==> src/rtl/wordprog_pkg.sv <==
package wordprog_pkg;
  localparam logic [7:0] OP_WREN = 8'h06;
  localparam logic [7:0] OP_WRDI = 8'h04;
  localparam logic [7:0] OP_RDSR = 8'h05;
  localparam logic [7:0] OP_BP   = 8'h02;
  localparam logic [7:0] OP_AAI  = 8'hAD;

  typedef enum logic [2:0] {
    ST_IDLE, ST_POLL, ST_WREN, ST_BP, ST_AAI, ST_WRDI
  } seqStateT;

  typedef enum logic [1:0] {
    PRIOR_INIT, PRIOR_PROG, PRIOR_WRDI
  } priorT;

  typedef enum logic [1:0] {
    SEL_OP, SEL_ADDR, SEL_DATA
  } txSelT;

  typedef struct packed {
    logic       load;
    logic       dataTaken;
    logic       pollClr;
    logic       pollInc;
    txSelT      sel;
    logic [7:0] op;
  } ctlStrobeT;
endpackage

==> src/rtl/wordprog_datapath.sv <==
module wordprog_datapath
  import wordprog_pkg::*;
#(
  parameter int ADDR_BYTES = 3,
  parameter int LEN_W      = 16,
  parameter int POLL_LIMIT = 1024,
  parameter int IDX_W      = 3
) (
  input  logic                    clk,
  input  logic                    rstN,
  input  ctlStrobeT               ctl,
  input  logic [IDX_W-1:0]        idx,
  input  logic [8*ADDR_BYTES-1:0] startAddr,
  input  logic [LEN_W-1:0]        startLen,
  input  logic [7:0]              inByte,
  output logic [7:0]              spiTx,
  output logic                    addrOdd,
  output logic                    remZero,
  output logic                    remOne,
  output logic                    remGe2,
  output logic                    pollLast,
  output logic [LEN_W-1:0]        byteCount
);
  localparam int AW     = 8 * ADDR_BYTES;
  localparam int POLL_W = $clog2(POLL_LIMIT + 1);

  logic [AW-1:0]     addr;
  logic [LEN_W-1:0]  rem;
  logic [LEN_W-1:0]  cnt;
  logic [POLL_W-1:0] pollCnt;
  logic [7:0]        addrByte;

  always_ff @(posedge clk) begin
    if (!rstN) begin
      addr    <= '0;
      rem     <= '0;
      cnt     <= '0;
      pollCnt <= '0;
    end else begin
      if (ctl.load) begin
        addr <= startAddr;
        rem  <= startLen;
        cnt  <= '0;
      end else if (ctl.dataTaken) begin
        addr <= addr + AW'(1);
        rem  <= rem - LEN_W'(1);
        cnt  <= cnt + LEN_W'(1);
      end
      if (ctl.pollClr)      pollCnt <= '0;
      else if (ctl.pollInc) pollCnt <= pollCnt + POLL_W'(1);
    end
  end

  // address bytes leave most significant first: idx 1 selects the top byte
  always_comb begin
    addrByte = 8'h00;
    for (int k = 0; k < ADDR_BYTES; k++) begin
      if (idx == IDX_W'(ADDR_BYTES - k)) addrByte = addr[8*k +: 8];
    end
  end

  always_comb begin
    case (ctl.sel)
      SEL_ADDR: spiTx = addrByte;
      SEL_DATA: spiTx = inByte;
      default:  spiTx = ctl.op;
    endcase
  end

  assign addrOdd   = addr[0];
  assign remZero   = (rem == '0);
  assign remOne    = (rem == LEN_W'(1));
  assign remGe2    = (rem > LEN_W'(1));
  assign pollLast  = (pollCnt == POLL_W'(POLL_LIMIT - 1));
  assign byteCount = cnt;

  // a data byte is never taken beyond the requested length
  p_no_overrun_r9: assert property (@(posedge clk) disable iff (!rstN)
    ctl.dataTaken |-> !remZero);

  // the busy poll counter never reaches the limit
  p_poll_bound_r8: assert property (@(posedge clk) disable iff (!rstN)
    pollCnt < POLL_W'(POLL_LIMIT));
endmodule

==> src/rtl/wordprog_control.sv <==
module wordprog_control
  import wordprog_pkg::*;
#(
  parameter int ADDR_BYTES = 3,
  parameter int IDX_W      = 3
) (
  input  logic             clk,
  input  logic             rstN,
  input  logic             start,
  input  logic             inValid,
  output logic             inReady,
  output logic             spiReq,
  output logic             spiLast,
  input  logic             spiAck,
  input  logic [7:0]       spiRx,
  input  logic             addrOdd,
  input  logic             remZero,
  input  logic             remOne,
  input  logic             remGe2,
  input  logic             pollLast,
  output ctlStrobeT        ctl,
  output logic [IDX_W-1:0] idx,
  output logic             busy,
  output logic             done,
  output logic             error
);
  localparam logic [IDX_W-1:0] AB_I = IDX_W'(ADDR_BYTES);
  localparam logic [IDX_W-1:0] ONE  = IDX_W'(1);
  localparam logic [IDX_W-1:0] TWO  = IDX_W'(2);

  seqStateT         state;
  priorT            prior;
  logic             tailMode;
  logic             aaiStarted;
  logic             doneQ;
  logic             errQ;
  logic [IDX_W-1:0] lastIdx;
  logic             isData;
  logic             fire;
  logic             frameEnd;
  logic             pollBusy;
  seqStateT         pairNext;
  logic             unusedRx;

  assign unusedRx = ^spiRx[7:1];
  assign pollBusy = spiRx[0];

  always_comb begin
    lastIdx = '0;
    isData  = 1'b0;
    ctl.sel = SEL_OP;
    ctl.op  = 8'h00;
    case (state)
      ST_POLL: begin lastIdx = ONE; ctl.op = (idx == '0) ? OP_RDSR : 8'h00; end
      ST_WREN: ctl.op = OP_WREN;
      ST_WRDI: ctl.op = OP_WRDI;
      ST_BP:   begin lastIdx = AB_I + ONE; ctl.op = OP_BP; end
      ST_AAI:  begin lastIdx = aaiStarted ? TWO : AB_I + TWO; ctl.op = OP_AAI; end
      default: ;
    endcase
    if (state == ST_BP || (state == ST_AAI && !aaiStarted)) begin
      if (idx != '0 && idx <= AB_I) ctl.sel = SEL_ADDR;
      else if (idx > AB_I) begin ctl.sel = SEL_DATA; isData = 1'b1; end
    end else if (state == ST_AAI && idx != '0) begin
      ctl.sel = SEL_DATA;
      isData  = 1'b1;
    end
  end

  assign spiReq   = (state != ST_IDLE) && (!isData || inValid);
  assign spiLast  = (state != ST_IDLE) && (idx == lastIdx);
  assign fire     = spiReq && spiAck;
  assign frameEnd = fire && (idx == lastIdx);
  assign inReady  = fire && isData;
  assign pairNext = remGe2 ? ST_AAI : ST_WRDI;

  assign ctl.load      = start && (state == ST_IDLE);
  assign ctl.dataTaken = inReady;
  assign ctl.pollInc   = frameEnd && (state == ST_POLL) && pollBusy && !pollLast;
  assign ctl.pollClr   = ctl.load || (frameEnd && (state == ST_POLL) && !pollBusy);

  always_ff @(posedge clk) begin
    if (!rstN) begin
      state      <= ST_IDLE;
      prior      <= PRIOR_INIT;
      tailMode   <= 1'b0;
      aaiStarted <= 1'b0;
      idx        <= '0;
      doneQ      <= 1'b0;
      errQ       <= 1'b0;
    end else begin
      doneQ <= 1'b0;
      if (ctl.load) begin
        state      <= ST_POLL;
        prior      <= PRIOR_INIT;
        tailMode   <= 1'b0;
        aaiStarted <= 1'b0;
        idx        <= '0;
        errQ       <= 1'b0;
      end else if (fire) begin
        if (!frameEnd) begin
          idx <= idx + ONE;
        end else begin
          idx <= '0;
          case (state)
            ST_POLL: begin
              if (pollBusy) begin
                if (pollLast) begin
                  state <= ST_IDLE; doneQ <= 1'b1; errQ <= 1'b1;
                end
              end else begin
                case (prior)
                  PRIOR_INIT: if (remZero) begin state <= ST_IDLE; doneQ <= 1'b1; end
                              else state <= ST_WREN;
                  PRIOR_PROG: state <= tailMode ? ST_WRDI : pairNext;
                  default:    if (remOne) begin state <= ST_WREN; tailMode <= 1'b1; end
                              else begin state <= ST_IDLE; doneQ <= 1'b1; end
                endcase
              end
            end
            ST_WREN: state <= (tailMode || addrOdd) ? ST_BP : pairNext;
            ST_BP:   begin state <= ST_POLL; prior <= PRIOR_PROG; end
            ST_AAI:  begin state <= ST_POLL; prior <= PRIOR_PROG; aaiStarted <= 1'b1; end
            ST_WRDI: if (tailMode) begin state <= ST_IDLE; doneQ <= 1'b1; end
                     else begin state <= ST_POLL; prior <= PRIOR_WRDI; end
            default: state <= ST_IDLE;
          endcase
        end
      end
    end
  end

  assign busy  = (state != ST_IDLE);
  assign done  = doneQ;
  assign error = errQ;

  // a command byte request stays up until acknowledged
  p_req_hold_r10: assert property (@(posedge clk) disable iff (!rstN)
    (spiReq && !spiAck && !isData) |=> spiReq);

  // the end pulse comes with no outstanding request
  p_done_quiet_r9: assert property (@(posedge clk) disable iff (!rstN)
    done |-> (!spiReq && !busy));

  // an error only appears together with the end pulse
  p_err_with_done_r8: assert property (@(posedge clk) disable iff (!rstN)
    $rose(error) |-> done);

  // done is a single-cycle pulse
  p_done_pulse_r9: assert property (@(posedge clk) disable iff (!rstN)
    done |=> !done);
endmodule

==> src/rtl/wordprog_seq.sv <==
module wordprog_seq
  import wordprog_pkg::*;
#(
  parameter int ADDR_BYTES = 3,
  parameter int LEN_W      = 16,
  parameter int POLL_LIMIT = 1024
) (
  input  logic                    clk,
  input  logic                    rstN,
  input  logic                    start,
  input  logic [8*ADDR_BYTES-1:0] startAddr,
  input  logic [LEN_W-1:0]        startLen,
  input  logic [7:0]              inByte,
  input  logic                    inValid,
  output logic                    inReady,
  output logic                    spiReq,
  output logic [7:0]              spiTx,
  output logic                    spiLast,
  input  logic                    spiAck,
  input  logic [7:0]              spiRx,
  output logic                    busy,
  output logic                    done,
  output logic                    error,
  output logic [LEN_W-1:0]        byteCount
);
  localparam int IDX_W = $clog2(ADDR_BYTES + 3);

  ctlStrobeT        ctl;
  logic [IDX_W-1:0] idx;
  logic             addrOdd, remZero, remOne, remGe2, pollLast;

  wordprog_control #(.ADDR_BYTES(ADDR_BYTES), .IDX_W(IDX_W)) u_control (
    .clk(clk), .rstN(rstN), .start(start), .inValid(inValid), .inReady(inReady),
    .spiReq(spiReq), .spiLast(spiLast), .spiAck(spiAck), .spiRx(spiRx),
    .addrOdd(addrOdd), .remZero(remZero), .remOne(remOne), .remGe2(remGe2),
    .pollLast(pollLast), .ctl(ctl), .idx(idx), .busy(busy), .done(done),
    .error(error)
  );

  wordprog_datapath #(.ADDR_BYTES(ADDR_BYTES), .LEN_W(LEN_W),
                      .POLL_LIMIT(POLL_LIMIT), .IDX_W(IDX_W)) u_datapath (
    .clk(clk), .rstN(rstN), .ctl(ctl), .idx(idx), .startAddr(startAddr),
    .startLen(startLen), .inByte(inByte), .spiTx(spiTx), .addrOdd(addrOdd),
    .remZero(remZero), .remOne(remOne), .remGe2(remGe2), .pollLast(pollLast),
    .byteCount(byteCount)
  );
endmodule

==> config.mk <==
export PLATFORM = sky130hd
export DESIGN_NAME = wordprog_seq
export DESIGN_NICKNAME = d
export VERILOG_FILES = /design/src/rtl/wordprog_pkg.sv /design/src/rtl/wordprog_datapath.sv /design/src/rtl/wordprog_control.sv /design/src/rtl/wordprog_seq.sv
export SDC_FILE = /design/constraint.sdc
export NUM_CORES = 1
export LEC_CHECK = 0
export CAP_MARGIN = 10
export CORE_ASPECT_RATIO = 0.6
export CORE_MARGIN = 10
export CORE_UTILIZATION = 30
export CTS_CLUSTER_SIZE = 16
export DETAILED_ROUTE_END_ITERATION = 8
export PLACE_DENSITY_LB_ADDON = 0.05
export SYNTH_ARGS = -nofsm -noshare
export SYNTH_HDL_FRONTEND = slang
export SYNTH_SLANG_ARGS = --single-unit
export TNS_END_PERCENT = 100
==> constraint.sdc <==
create_clock -name clk -period 2.75 [get_ports clk]
set_input_delay 0.55 -clock clk [delete_from_list [all_inputs] [get_ports clk]]
set_output_delay 0.55 -clock clk [all_outputs]
set_load 0.03 [all_outputs]
==> flow_summary.yaml, run 1 <==
critical_path:
  end_kind: "primary output"
  crit_chain: "buf_4 > and3b_2 > a21oi_2 > or3_4 > ha_4 > buf_4 > a221oi_2 > a21oi_2 > buf_6"
  critPathLaunchType: "register"
  reg2reg_from: "u_control.state[0]"
  path_max_fanout: 6
  cp.required_ns: 2.20
  r2r_end: "u_datapath.byteCount[14]"
  crit_arrival_ns: 2.42
  cp_slowest_cell: "or3_4"
  worstSetupPathType: "register to primary output"
  max_stage_delay_ns: 0.42
  worstSetupStartpoint: "u_control.state[2]"
  crit_buf_inv: 3
  reg2reg_depth: 9
  crit_family: "simple AND/OR/NAND/NOR gates"
  rrSetupSlack_ns: 0.14
min_path:
  min_to: "u_control.error"
  worstHoldPathCells: 2
  hold_class: "register to register"
  min_from: "u_control.error"
flow_run:
  drv_cap: 0
floorplan:
  coreArea_sq_um: 15300
  start_util_pct: 30.5
  io_pins: 91
  die_area_sq_um: 21100
  die_w_um: 181
  rows: 35
  die_h_um: 117
sta:
  setup_tns_ns: -1.55
  slew_headroom_pct: 60.1
  grt_setup_unrepaired: "yes"
  hold_viol: 0
  worst_hold_slack_ns: 0.467
  drv_slew: 0
  worst_slew_pin_slew_ns: 0.594
  setup_slack_ns: -0.219
  finClkSkew_ns: 0.00871
  fmax_ghz: 0.337
  period_share_pct: 108
  fin_crit_ns: 2.97
  setup_viol: 8
routing:
  drt_iter0_markers: 233
  drt-pass1-iter-count: 4
  routed_via_density: 4.95
  drt-total-wl_mm: 15.4
  dr_total_vias: 4677
  drtAntennaViolNets: 0
  drc_errors: 0
  wl_per_cell_um: 16.3
synth:
  synthTopCellsByArea: "dfxtp_1 34%, xnor2_1 9.0%, a21oi_1 7.0%"
  syn-mean-instance-area_sq_um: 7.71
  synth_seq_area_share_pct: 33.9
  async_reset_ff_share_pct: 0
  netlist_instances: 605
  netlist-cell-type-count: 58
  ys_top_cells_by_count: "79 x dfxtp_1, 65 x a21oi_1, 61 x nor2_1"
  syn_area_sq_um: 4670
  synth_top_area_share_pct: 33.9
  yosysMostFrequentCell: "dfxtp_1"
  synth_edf_count: 0
  ys_seq_elements: 79
  synth_fp_nets: 679
  synth.largest_area_cell: "dfxtp_1"
  yosysWarningCount: 0
  synth_flop_cell: "dfxtp_1"
global_routing:
  grt_max_degree: 41
  grt_pass1_wl_mm: 24.7
  antenna_found_initial: 0
  overflow: 0
  grt_pass1_vias: 4475
  grt_use_total_pct: 14.4
cts:
  clkLatencyLatePin_ns: 0.34
  cts_hold_buf: 0
  path_clk_slew_ns: 0.06
  cts_buffers: 9
  tritoncts: "built"
  cts_sinks: 79
  root_buffer: "clkbuf_16"
  cts-htree-levels: 3
  clock_path_buffers: 2
outcome:
  violations: "negative setup slack"
  status: "complete, but fails checks"
final_layout:
  antenna_cells: 0
  seq_area_sq_um: 1590
  drive_gt1_share_pct: 20.0
  final.fill_count: 1554
  multi_input_area_sq_um: 3040
  finalNetCount: 810
  final_area_sq_um: 6760
  fin_cells: 944
  area_delta_synth_final_pct: 44.9
pwr:
  p_total_uw: 3230
  peakVddDrop_v: 0.000236
  pwr_density_cell_nw_per_um2: 478
  leakagePower_uw: 0.00232
placed_design:
  place_congestion: 0.852
  numPortBuffers: 83
  dp.final_hpwl_mm: 11.8
  place_inst: 921
  placed_area_sq_um: 6190
what timing repair did:
action                                  in CTS  in global routing
gates resized for setup                     43                 22
pin swaps                                    9                 10
endpoints found under the setup margin      10                 12
buffers inserted                             3                  6
worst reg2reg max path, cell delays in order, from the launching register on:
cell and delay [ns]:
dfxtp_2 0.34, buf_6 0.12, or3b_4 0.40, nor4_4 0.28
buf_4 0.16, buf_4 0.14, o21ai_4 0.10, or3_1 0.49
or3_1 0.38, a21oi_1 0.13
kinds of logic (layout without fill, tap and decap cells):
kind of cell,Yosys count,in the layout,share of synthesized area [%]
mux,1,1,0.215
buf+inv,65,201,5.36
fa+ha+maj,13,13,3.49
compound gates,176,176,22.4
flops,79,79,33.9
simple gates,214,214,23.9
xor+xnor,57,57,10.7
flip-flops by register name, summed over array words and instances (netlist names):
name / count
u_control.state: 3
u_control.prior: 2
u_datapath.rem: 16
u_datapath.byteCount: 16
u_control.idx: 3
u_control.done: 1
u_datapath.pollCnt: 11
u_control.aaiStarted: 1
u_control.tailMode: 1
u_control.error: 1
u_datapath.addr: 24
per-stage QoR:
step / worst slack, ns / utilization, %
6_report: -0.219 / 44.2
5_1_grt: -0.293 / 44.2
4_1_cts: -0.221 / 43.3
3_5_place_dp: -0.325 / 40.5
3_3_place_gp: -0.291 / 40.5
2_1_floorplan: 0.0157 / -
how the worst max path moves through the flow:
| stage | to | slack, ns | depth (start not counted) |
|---|---|---|---|
| 2_1_floorplan | spiTx[5] | 0.02 | 9 |
| 3_3_place_gp | spiTx[3] | -0.29 | 8 |
| 3_5_place_dp | spiTx[3] | -0.33 | 8 |
| 4_1_cts | spiTx[5] | -0.22 | 9 |
| 5_1_grt | spiTx[5] | -0.29 | 10 |
| 6_report | spiTx[3] | -0.22 | 9 |
layout by cell type (no fill, tap or decap), types with 5 or more instances in the layout:
master           instances
o21ai_0                 56
buf_6                   12
ha_1                    10
nor4_1                  16
and2_1                   6
nand2_1                 33
dfxtp_1                 74
a211oi_1                 5
and3_1                   8
clkbuf_16                9
xor2_1                   9
a21oi_1                 59
a31oi_1                  9
nor3_1                  18
nand2b_1                 5
nand4_1                 12
nand3_1                 13
nor2b_1                  5
xnor2_1                 48
or3_1                   11
clkdlybuf4s50_1         72
nor2_1                  58
inv_1                   23
buf_4                   70
report_power, final:
part / total, uW / internal, uW / switching [uW] / leakage (uW)
logic: 679 / 324 / 355 / 0.00152
clock network: 1240 / 737 / 507 / 0.000147
registers: 1310 / 1220 / 88.3 / 0.000649
layer usage:
layer	vias up	GRT usage [%]	routed length, um
li1	2421	-	-
met1	2151	22.0	8580
met2	98	18.6	5680
met3	7	4.46	1000
met4	0	2.91	103
met5	-	0	0
cell type report:
type	count	area share (%)
Multi-Input combinational cell	461	44.9
Inverter	26	1.48
Sequential cell	79	23.6
Clock buffer	11	3.59
Tap cell	203	3.76
Clock inverter	5	0.944
Timing Repair Buffer	159	21.8
(Power assumes the default switching activity.)
==> run 2: changes to the inputs <==
--- a/config.mk
+++ b/config.mk
@@ -7,7 +7,6 @@
 export LEC_CHECK = 0
 export CAP_MARGIN = 10
 export CORE_ASPECT_RATIO = 0.6
-export CORE_MARGIN = 10
 export CORE_UTILIZATION = 30
 export CTS_CLUSTER_SIZE = 16
 export DETAILED_ROUTE_END_ITERATION = 8
==> flow_summary.yaml, run 2 (synthesis gave the netlist of run 1 again) <==
outcome:
  status: "complete, but fails checks"
  violations: "negative setup slack"
cts:
  cts_buffers: 9
  tritoncts: "built"
  clkLatencyLatePin_ns: 0.35
  cts_hold_buf: 0
  cts_sinks: 79
  clock_path_buffers: 2
  cts-htree-levels: 3
  path_clk_slew_ns: 0.07
  root_buffer: "clkbuf_16"
floorplan:
  rows: 34
  io_pins: 91
  coreArea_sq_um: 14800
  start_util_pct: 31.4
  die_area_sq_um: 16100
  die_w_um: 163
  die_h_um: 98.6
global_routing:
  overflow: 0
  grt_pass1_vias: 4577
  grt_max_degree: 79
  grt_pass1_wl_mm: 23.8
  antenna_found_initial: 0
  grt_use_total_pct: 18.9
critical_path:
  rrSetupSlack_ns: 0.17
  crit_end: "spiTx[3]"
  max_stage_delay_ns: 0.54
  reg2reg_depth: 8
  reg2reg_from: "u_control.state[0]"
  end_kind: "primary output"
  crit_arrival_ns: 2.45
  worstSetupStartpoint: "u_control.state[0]"
  crit_chain: "or4b_4 > a211oi_4 > nor2_4 > inv_2 > ha_4 > a221oi_2 > a21oi_2 > clkdlybuf4s15_2"
  critPathLaunchType: "register"
  worstSetupPathType: "register to primary output"
  cp_slowest_cell: "or4b_4"
  r2r_end: "u_datapath.byteCount[14]"
  cp.required_ns: 2.20
  path_max_fanout: 8
sta:
  hold_viol: 0
  setup_tns_ns: -1.61
  grt_setup_unrepaired: "yes"
  finClkSkew_ns: 0.00936
  fmax_ghz: 0.333
  setup_slack_ns: -0.254
  setup_viol: 8
  slew_headroom_pct: 66.6
  fin_crit_ns: 3.00
  period_share_pct: 109
  worst_hold_slack_ns: 0.467
  worst_slew_pin_slew_ns: 0.499
  drv_slew: 0
min_path:
  hold_class: "register to register"
  min_from: "u_control.error"
routing:
  wl_per_cell_um: 15.8
  dr_total_vias: 4760
  routed_via_density: 5.07
  drt-total-wl_mm: 14.9
  drc_errors: 0
  drtAntennaViolNets: 0
  drt_iter0_markers: 232
  drt-pass1-iter-count: 4
pwr:
  p_comb_share_pct: 21.0
  leakagePower_uw: 0.00231
  swShare_pct: 31.5
  pwr_density_cell_nw_per_um2: 470
  peakVddDrop_v: 0.000267
  p_int_uw: 2160
  power.switching_uw: 995
  clkPwrFrac_pct: 37.5
  seqPwrFrac_pct: 41.5
flow_run:
  drv_cap: 0
final_layout:
  area_delta_synth_final_pct: 43.8
  final.fill_count: 1518
  largest-register: "u_datapath.addr"
  final_cell_mix: "73 x dfxtp_1, 72 x clkdlybuf4s50_1, 71 x buf_4"
  antenna_cells: 0
  final_common_cell: "dfxtp_1"
  finalNetCount: 809
  fin_cells: 938
  largest_register_ffs: 24
  drive_gt1_share_pct: 20.5
placed_design:
  numPortBuffers: 83
  dp.final_hpwl_mm: 11.1
  place_inst: 916
  dp_worst_setup_slack_ns: -0.346
  place_congestion: 0.852
## run 2: changes by cell type in the layout (fill, tap and decap cells not counted), sizes merged
cell           change
clkdlybuf4s15      +1
inv                +2
bufinv             -1
clkbuf             -2
clkinvlp           -1
buf                -2
clkinv             +2
## run 2: routing by layer
layer / routed length [um] / vias up / share of wire, % / GRT usage, %
li1: - / 2419 / - / -
met1: 8270 / 2228 / 56 / 29.0
met2: 5680 / 106 / 38 / 26.0
met3: 782 / 7 / 5.3 / 4.55
met4: 116 / 0 / 0.78 / 4.17
met5: 0 / - / 0 / 0
## run 2: area by class of cell
type | instances | area (sq um) | area share, %
inverters | 26 | 97.6 | 1.45
repair buffers | 158 | 1430 | 21.3
multi-input cells | 461 | 3050 | 45.5
clock buffers | 9 | 225 | 3.36
clock inverters | 7 | 62.6 | 0.932
well taps | 198 | 248 | 3.69
flip-flops and latches | 79 | 1590 | 23.8
## run 2: worst min path at each step
stage	end	slack (ns)	cells past startpoint
after global routing	u_control.error	0.49	2
after floorplan	u_control.error	0.43	1
after detailed placement	u_control.error	0.45	2
after global placement	u_control.error	0.45	2
after CTS	u_control.error	0.47	2
final	u_control.error	0.47	2
## run 2: timing repair
| item | in CTS | in global routing |
|---|---|---|
| gates resized for setup | 60 | 13 |
| setup buffers | 7 | 2 |
| setup endpoints to repair | 11 | 11 |
| hold endpoints to repair | 0 | 0 |
| gates cloned | 0 | 0 |
| pin swaps | 7 | 2 |
## run 2: through the flow
stage	utilization (%)	total power [uW]	area (sq um)
3_5_place_dp	41.6	1980	6170
5_1_grt	45.2	3310	6710
2_1_floorplan	-	1680	4750
4_1_cts	44.9	3180	6670
6_report	45.2	3160	6710
3_3_place_gp	41.6	1970	6170
## run 2: worst max-delay path, delay by kind of cell, from the launching register on
| family | cells | cell delay, ns |
|---|---|---|
| AOI/OAI and AO/OA | 3 | 0.55 |
| buffers and inverters | 2 | 0.37 |
| DFF | 1 | 0.34 |
| adders and majority gates | 1 | 0.24 |
| and+or+nand+nor | 2 | 0.62 |
## run 2: power by group through the flow
stage	clock network (uW)	registers, uW	logic, uW
after CTS	1210	1310	659
after floorplan	0	1300	380
final	1180	1310	664
after global routing	1260	1320	729
after global placement	0	1330	642
after detailed placement	0	1330	646
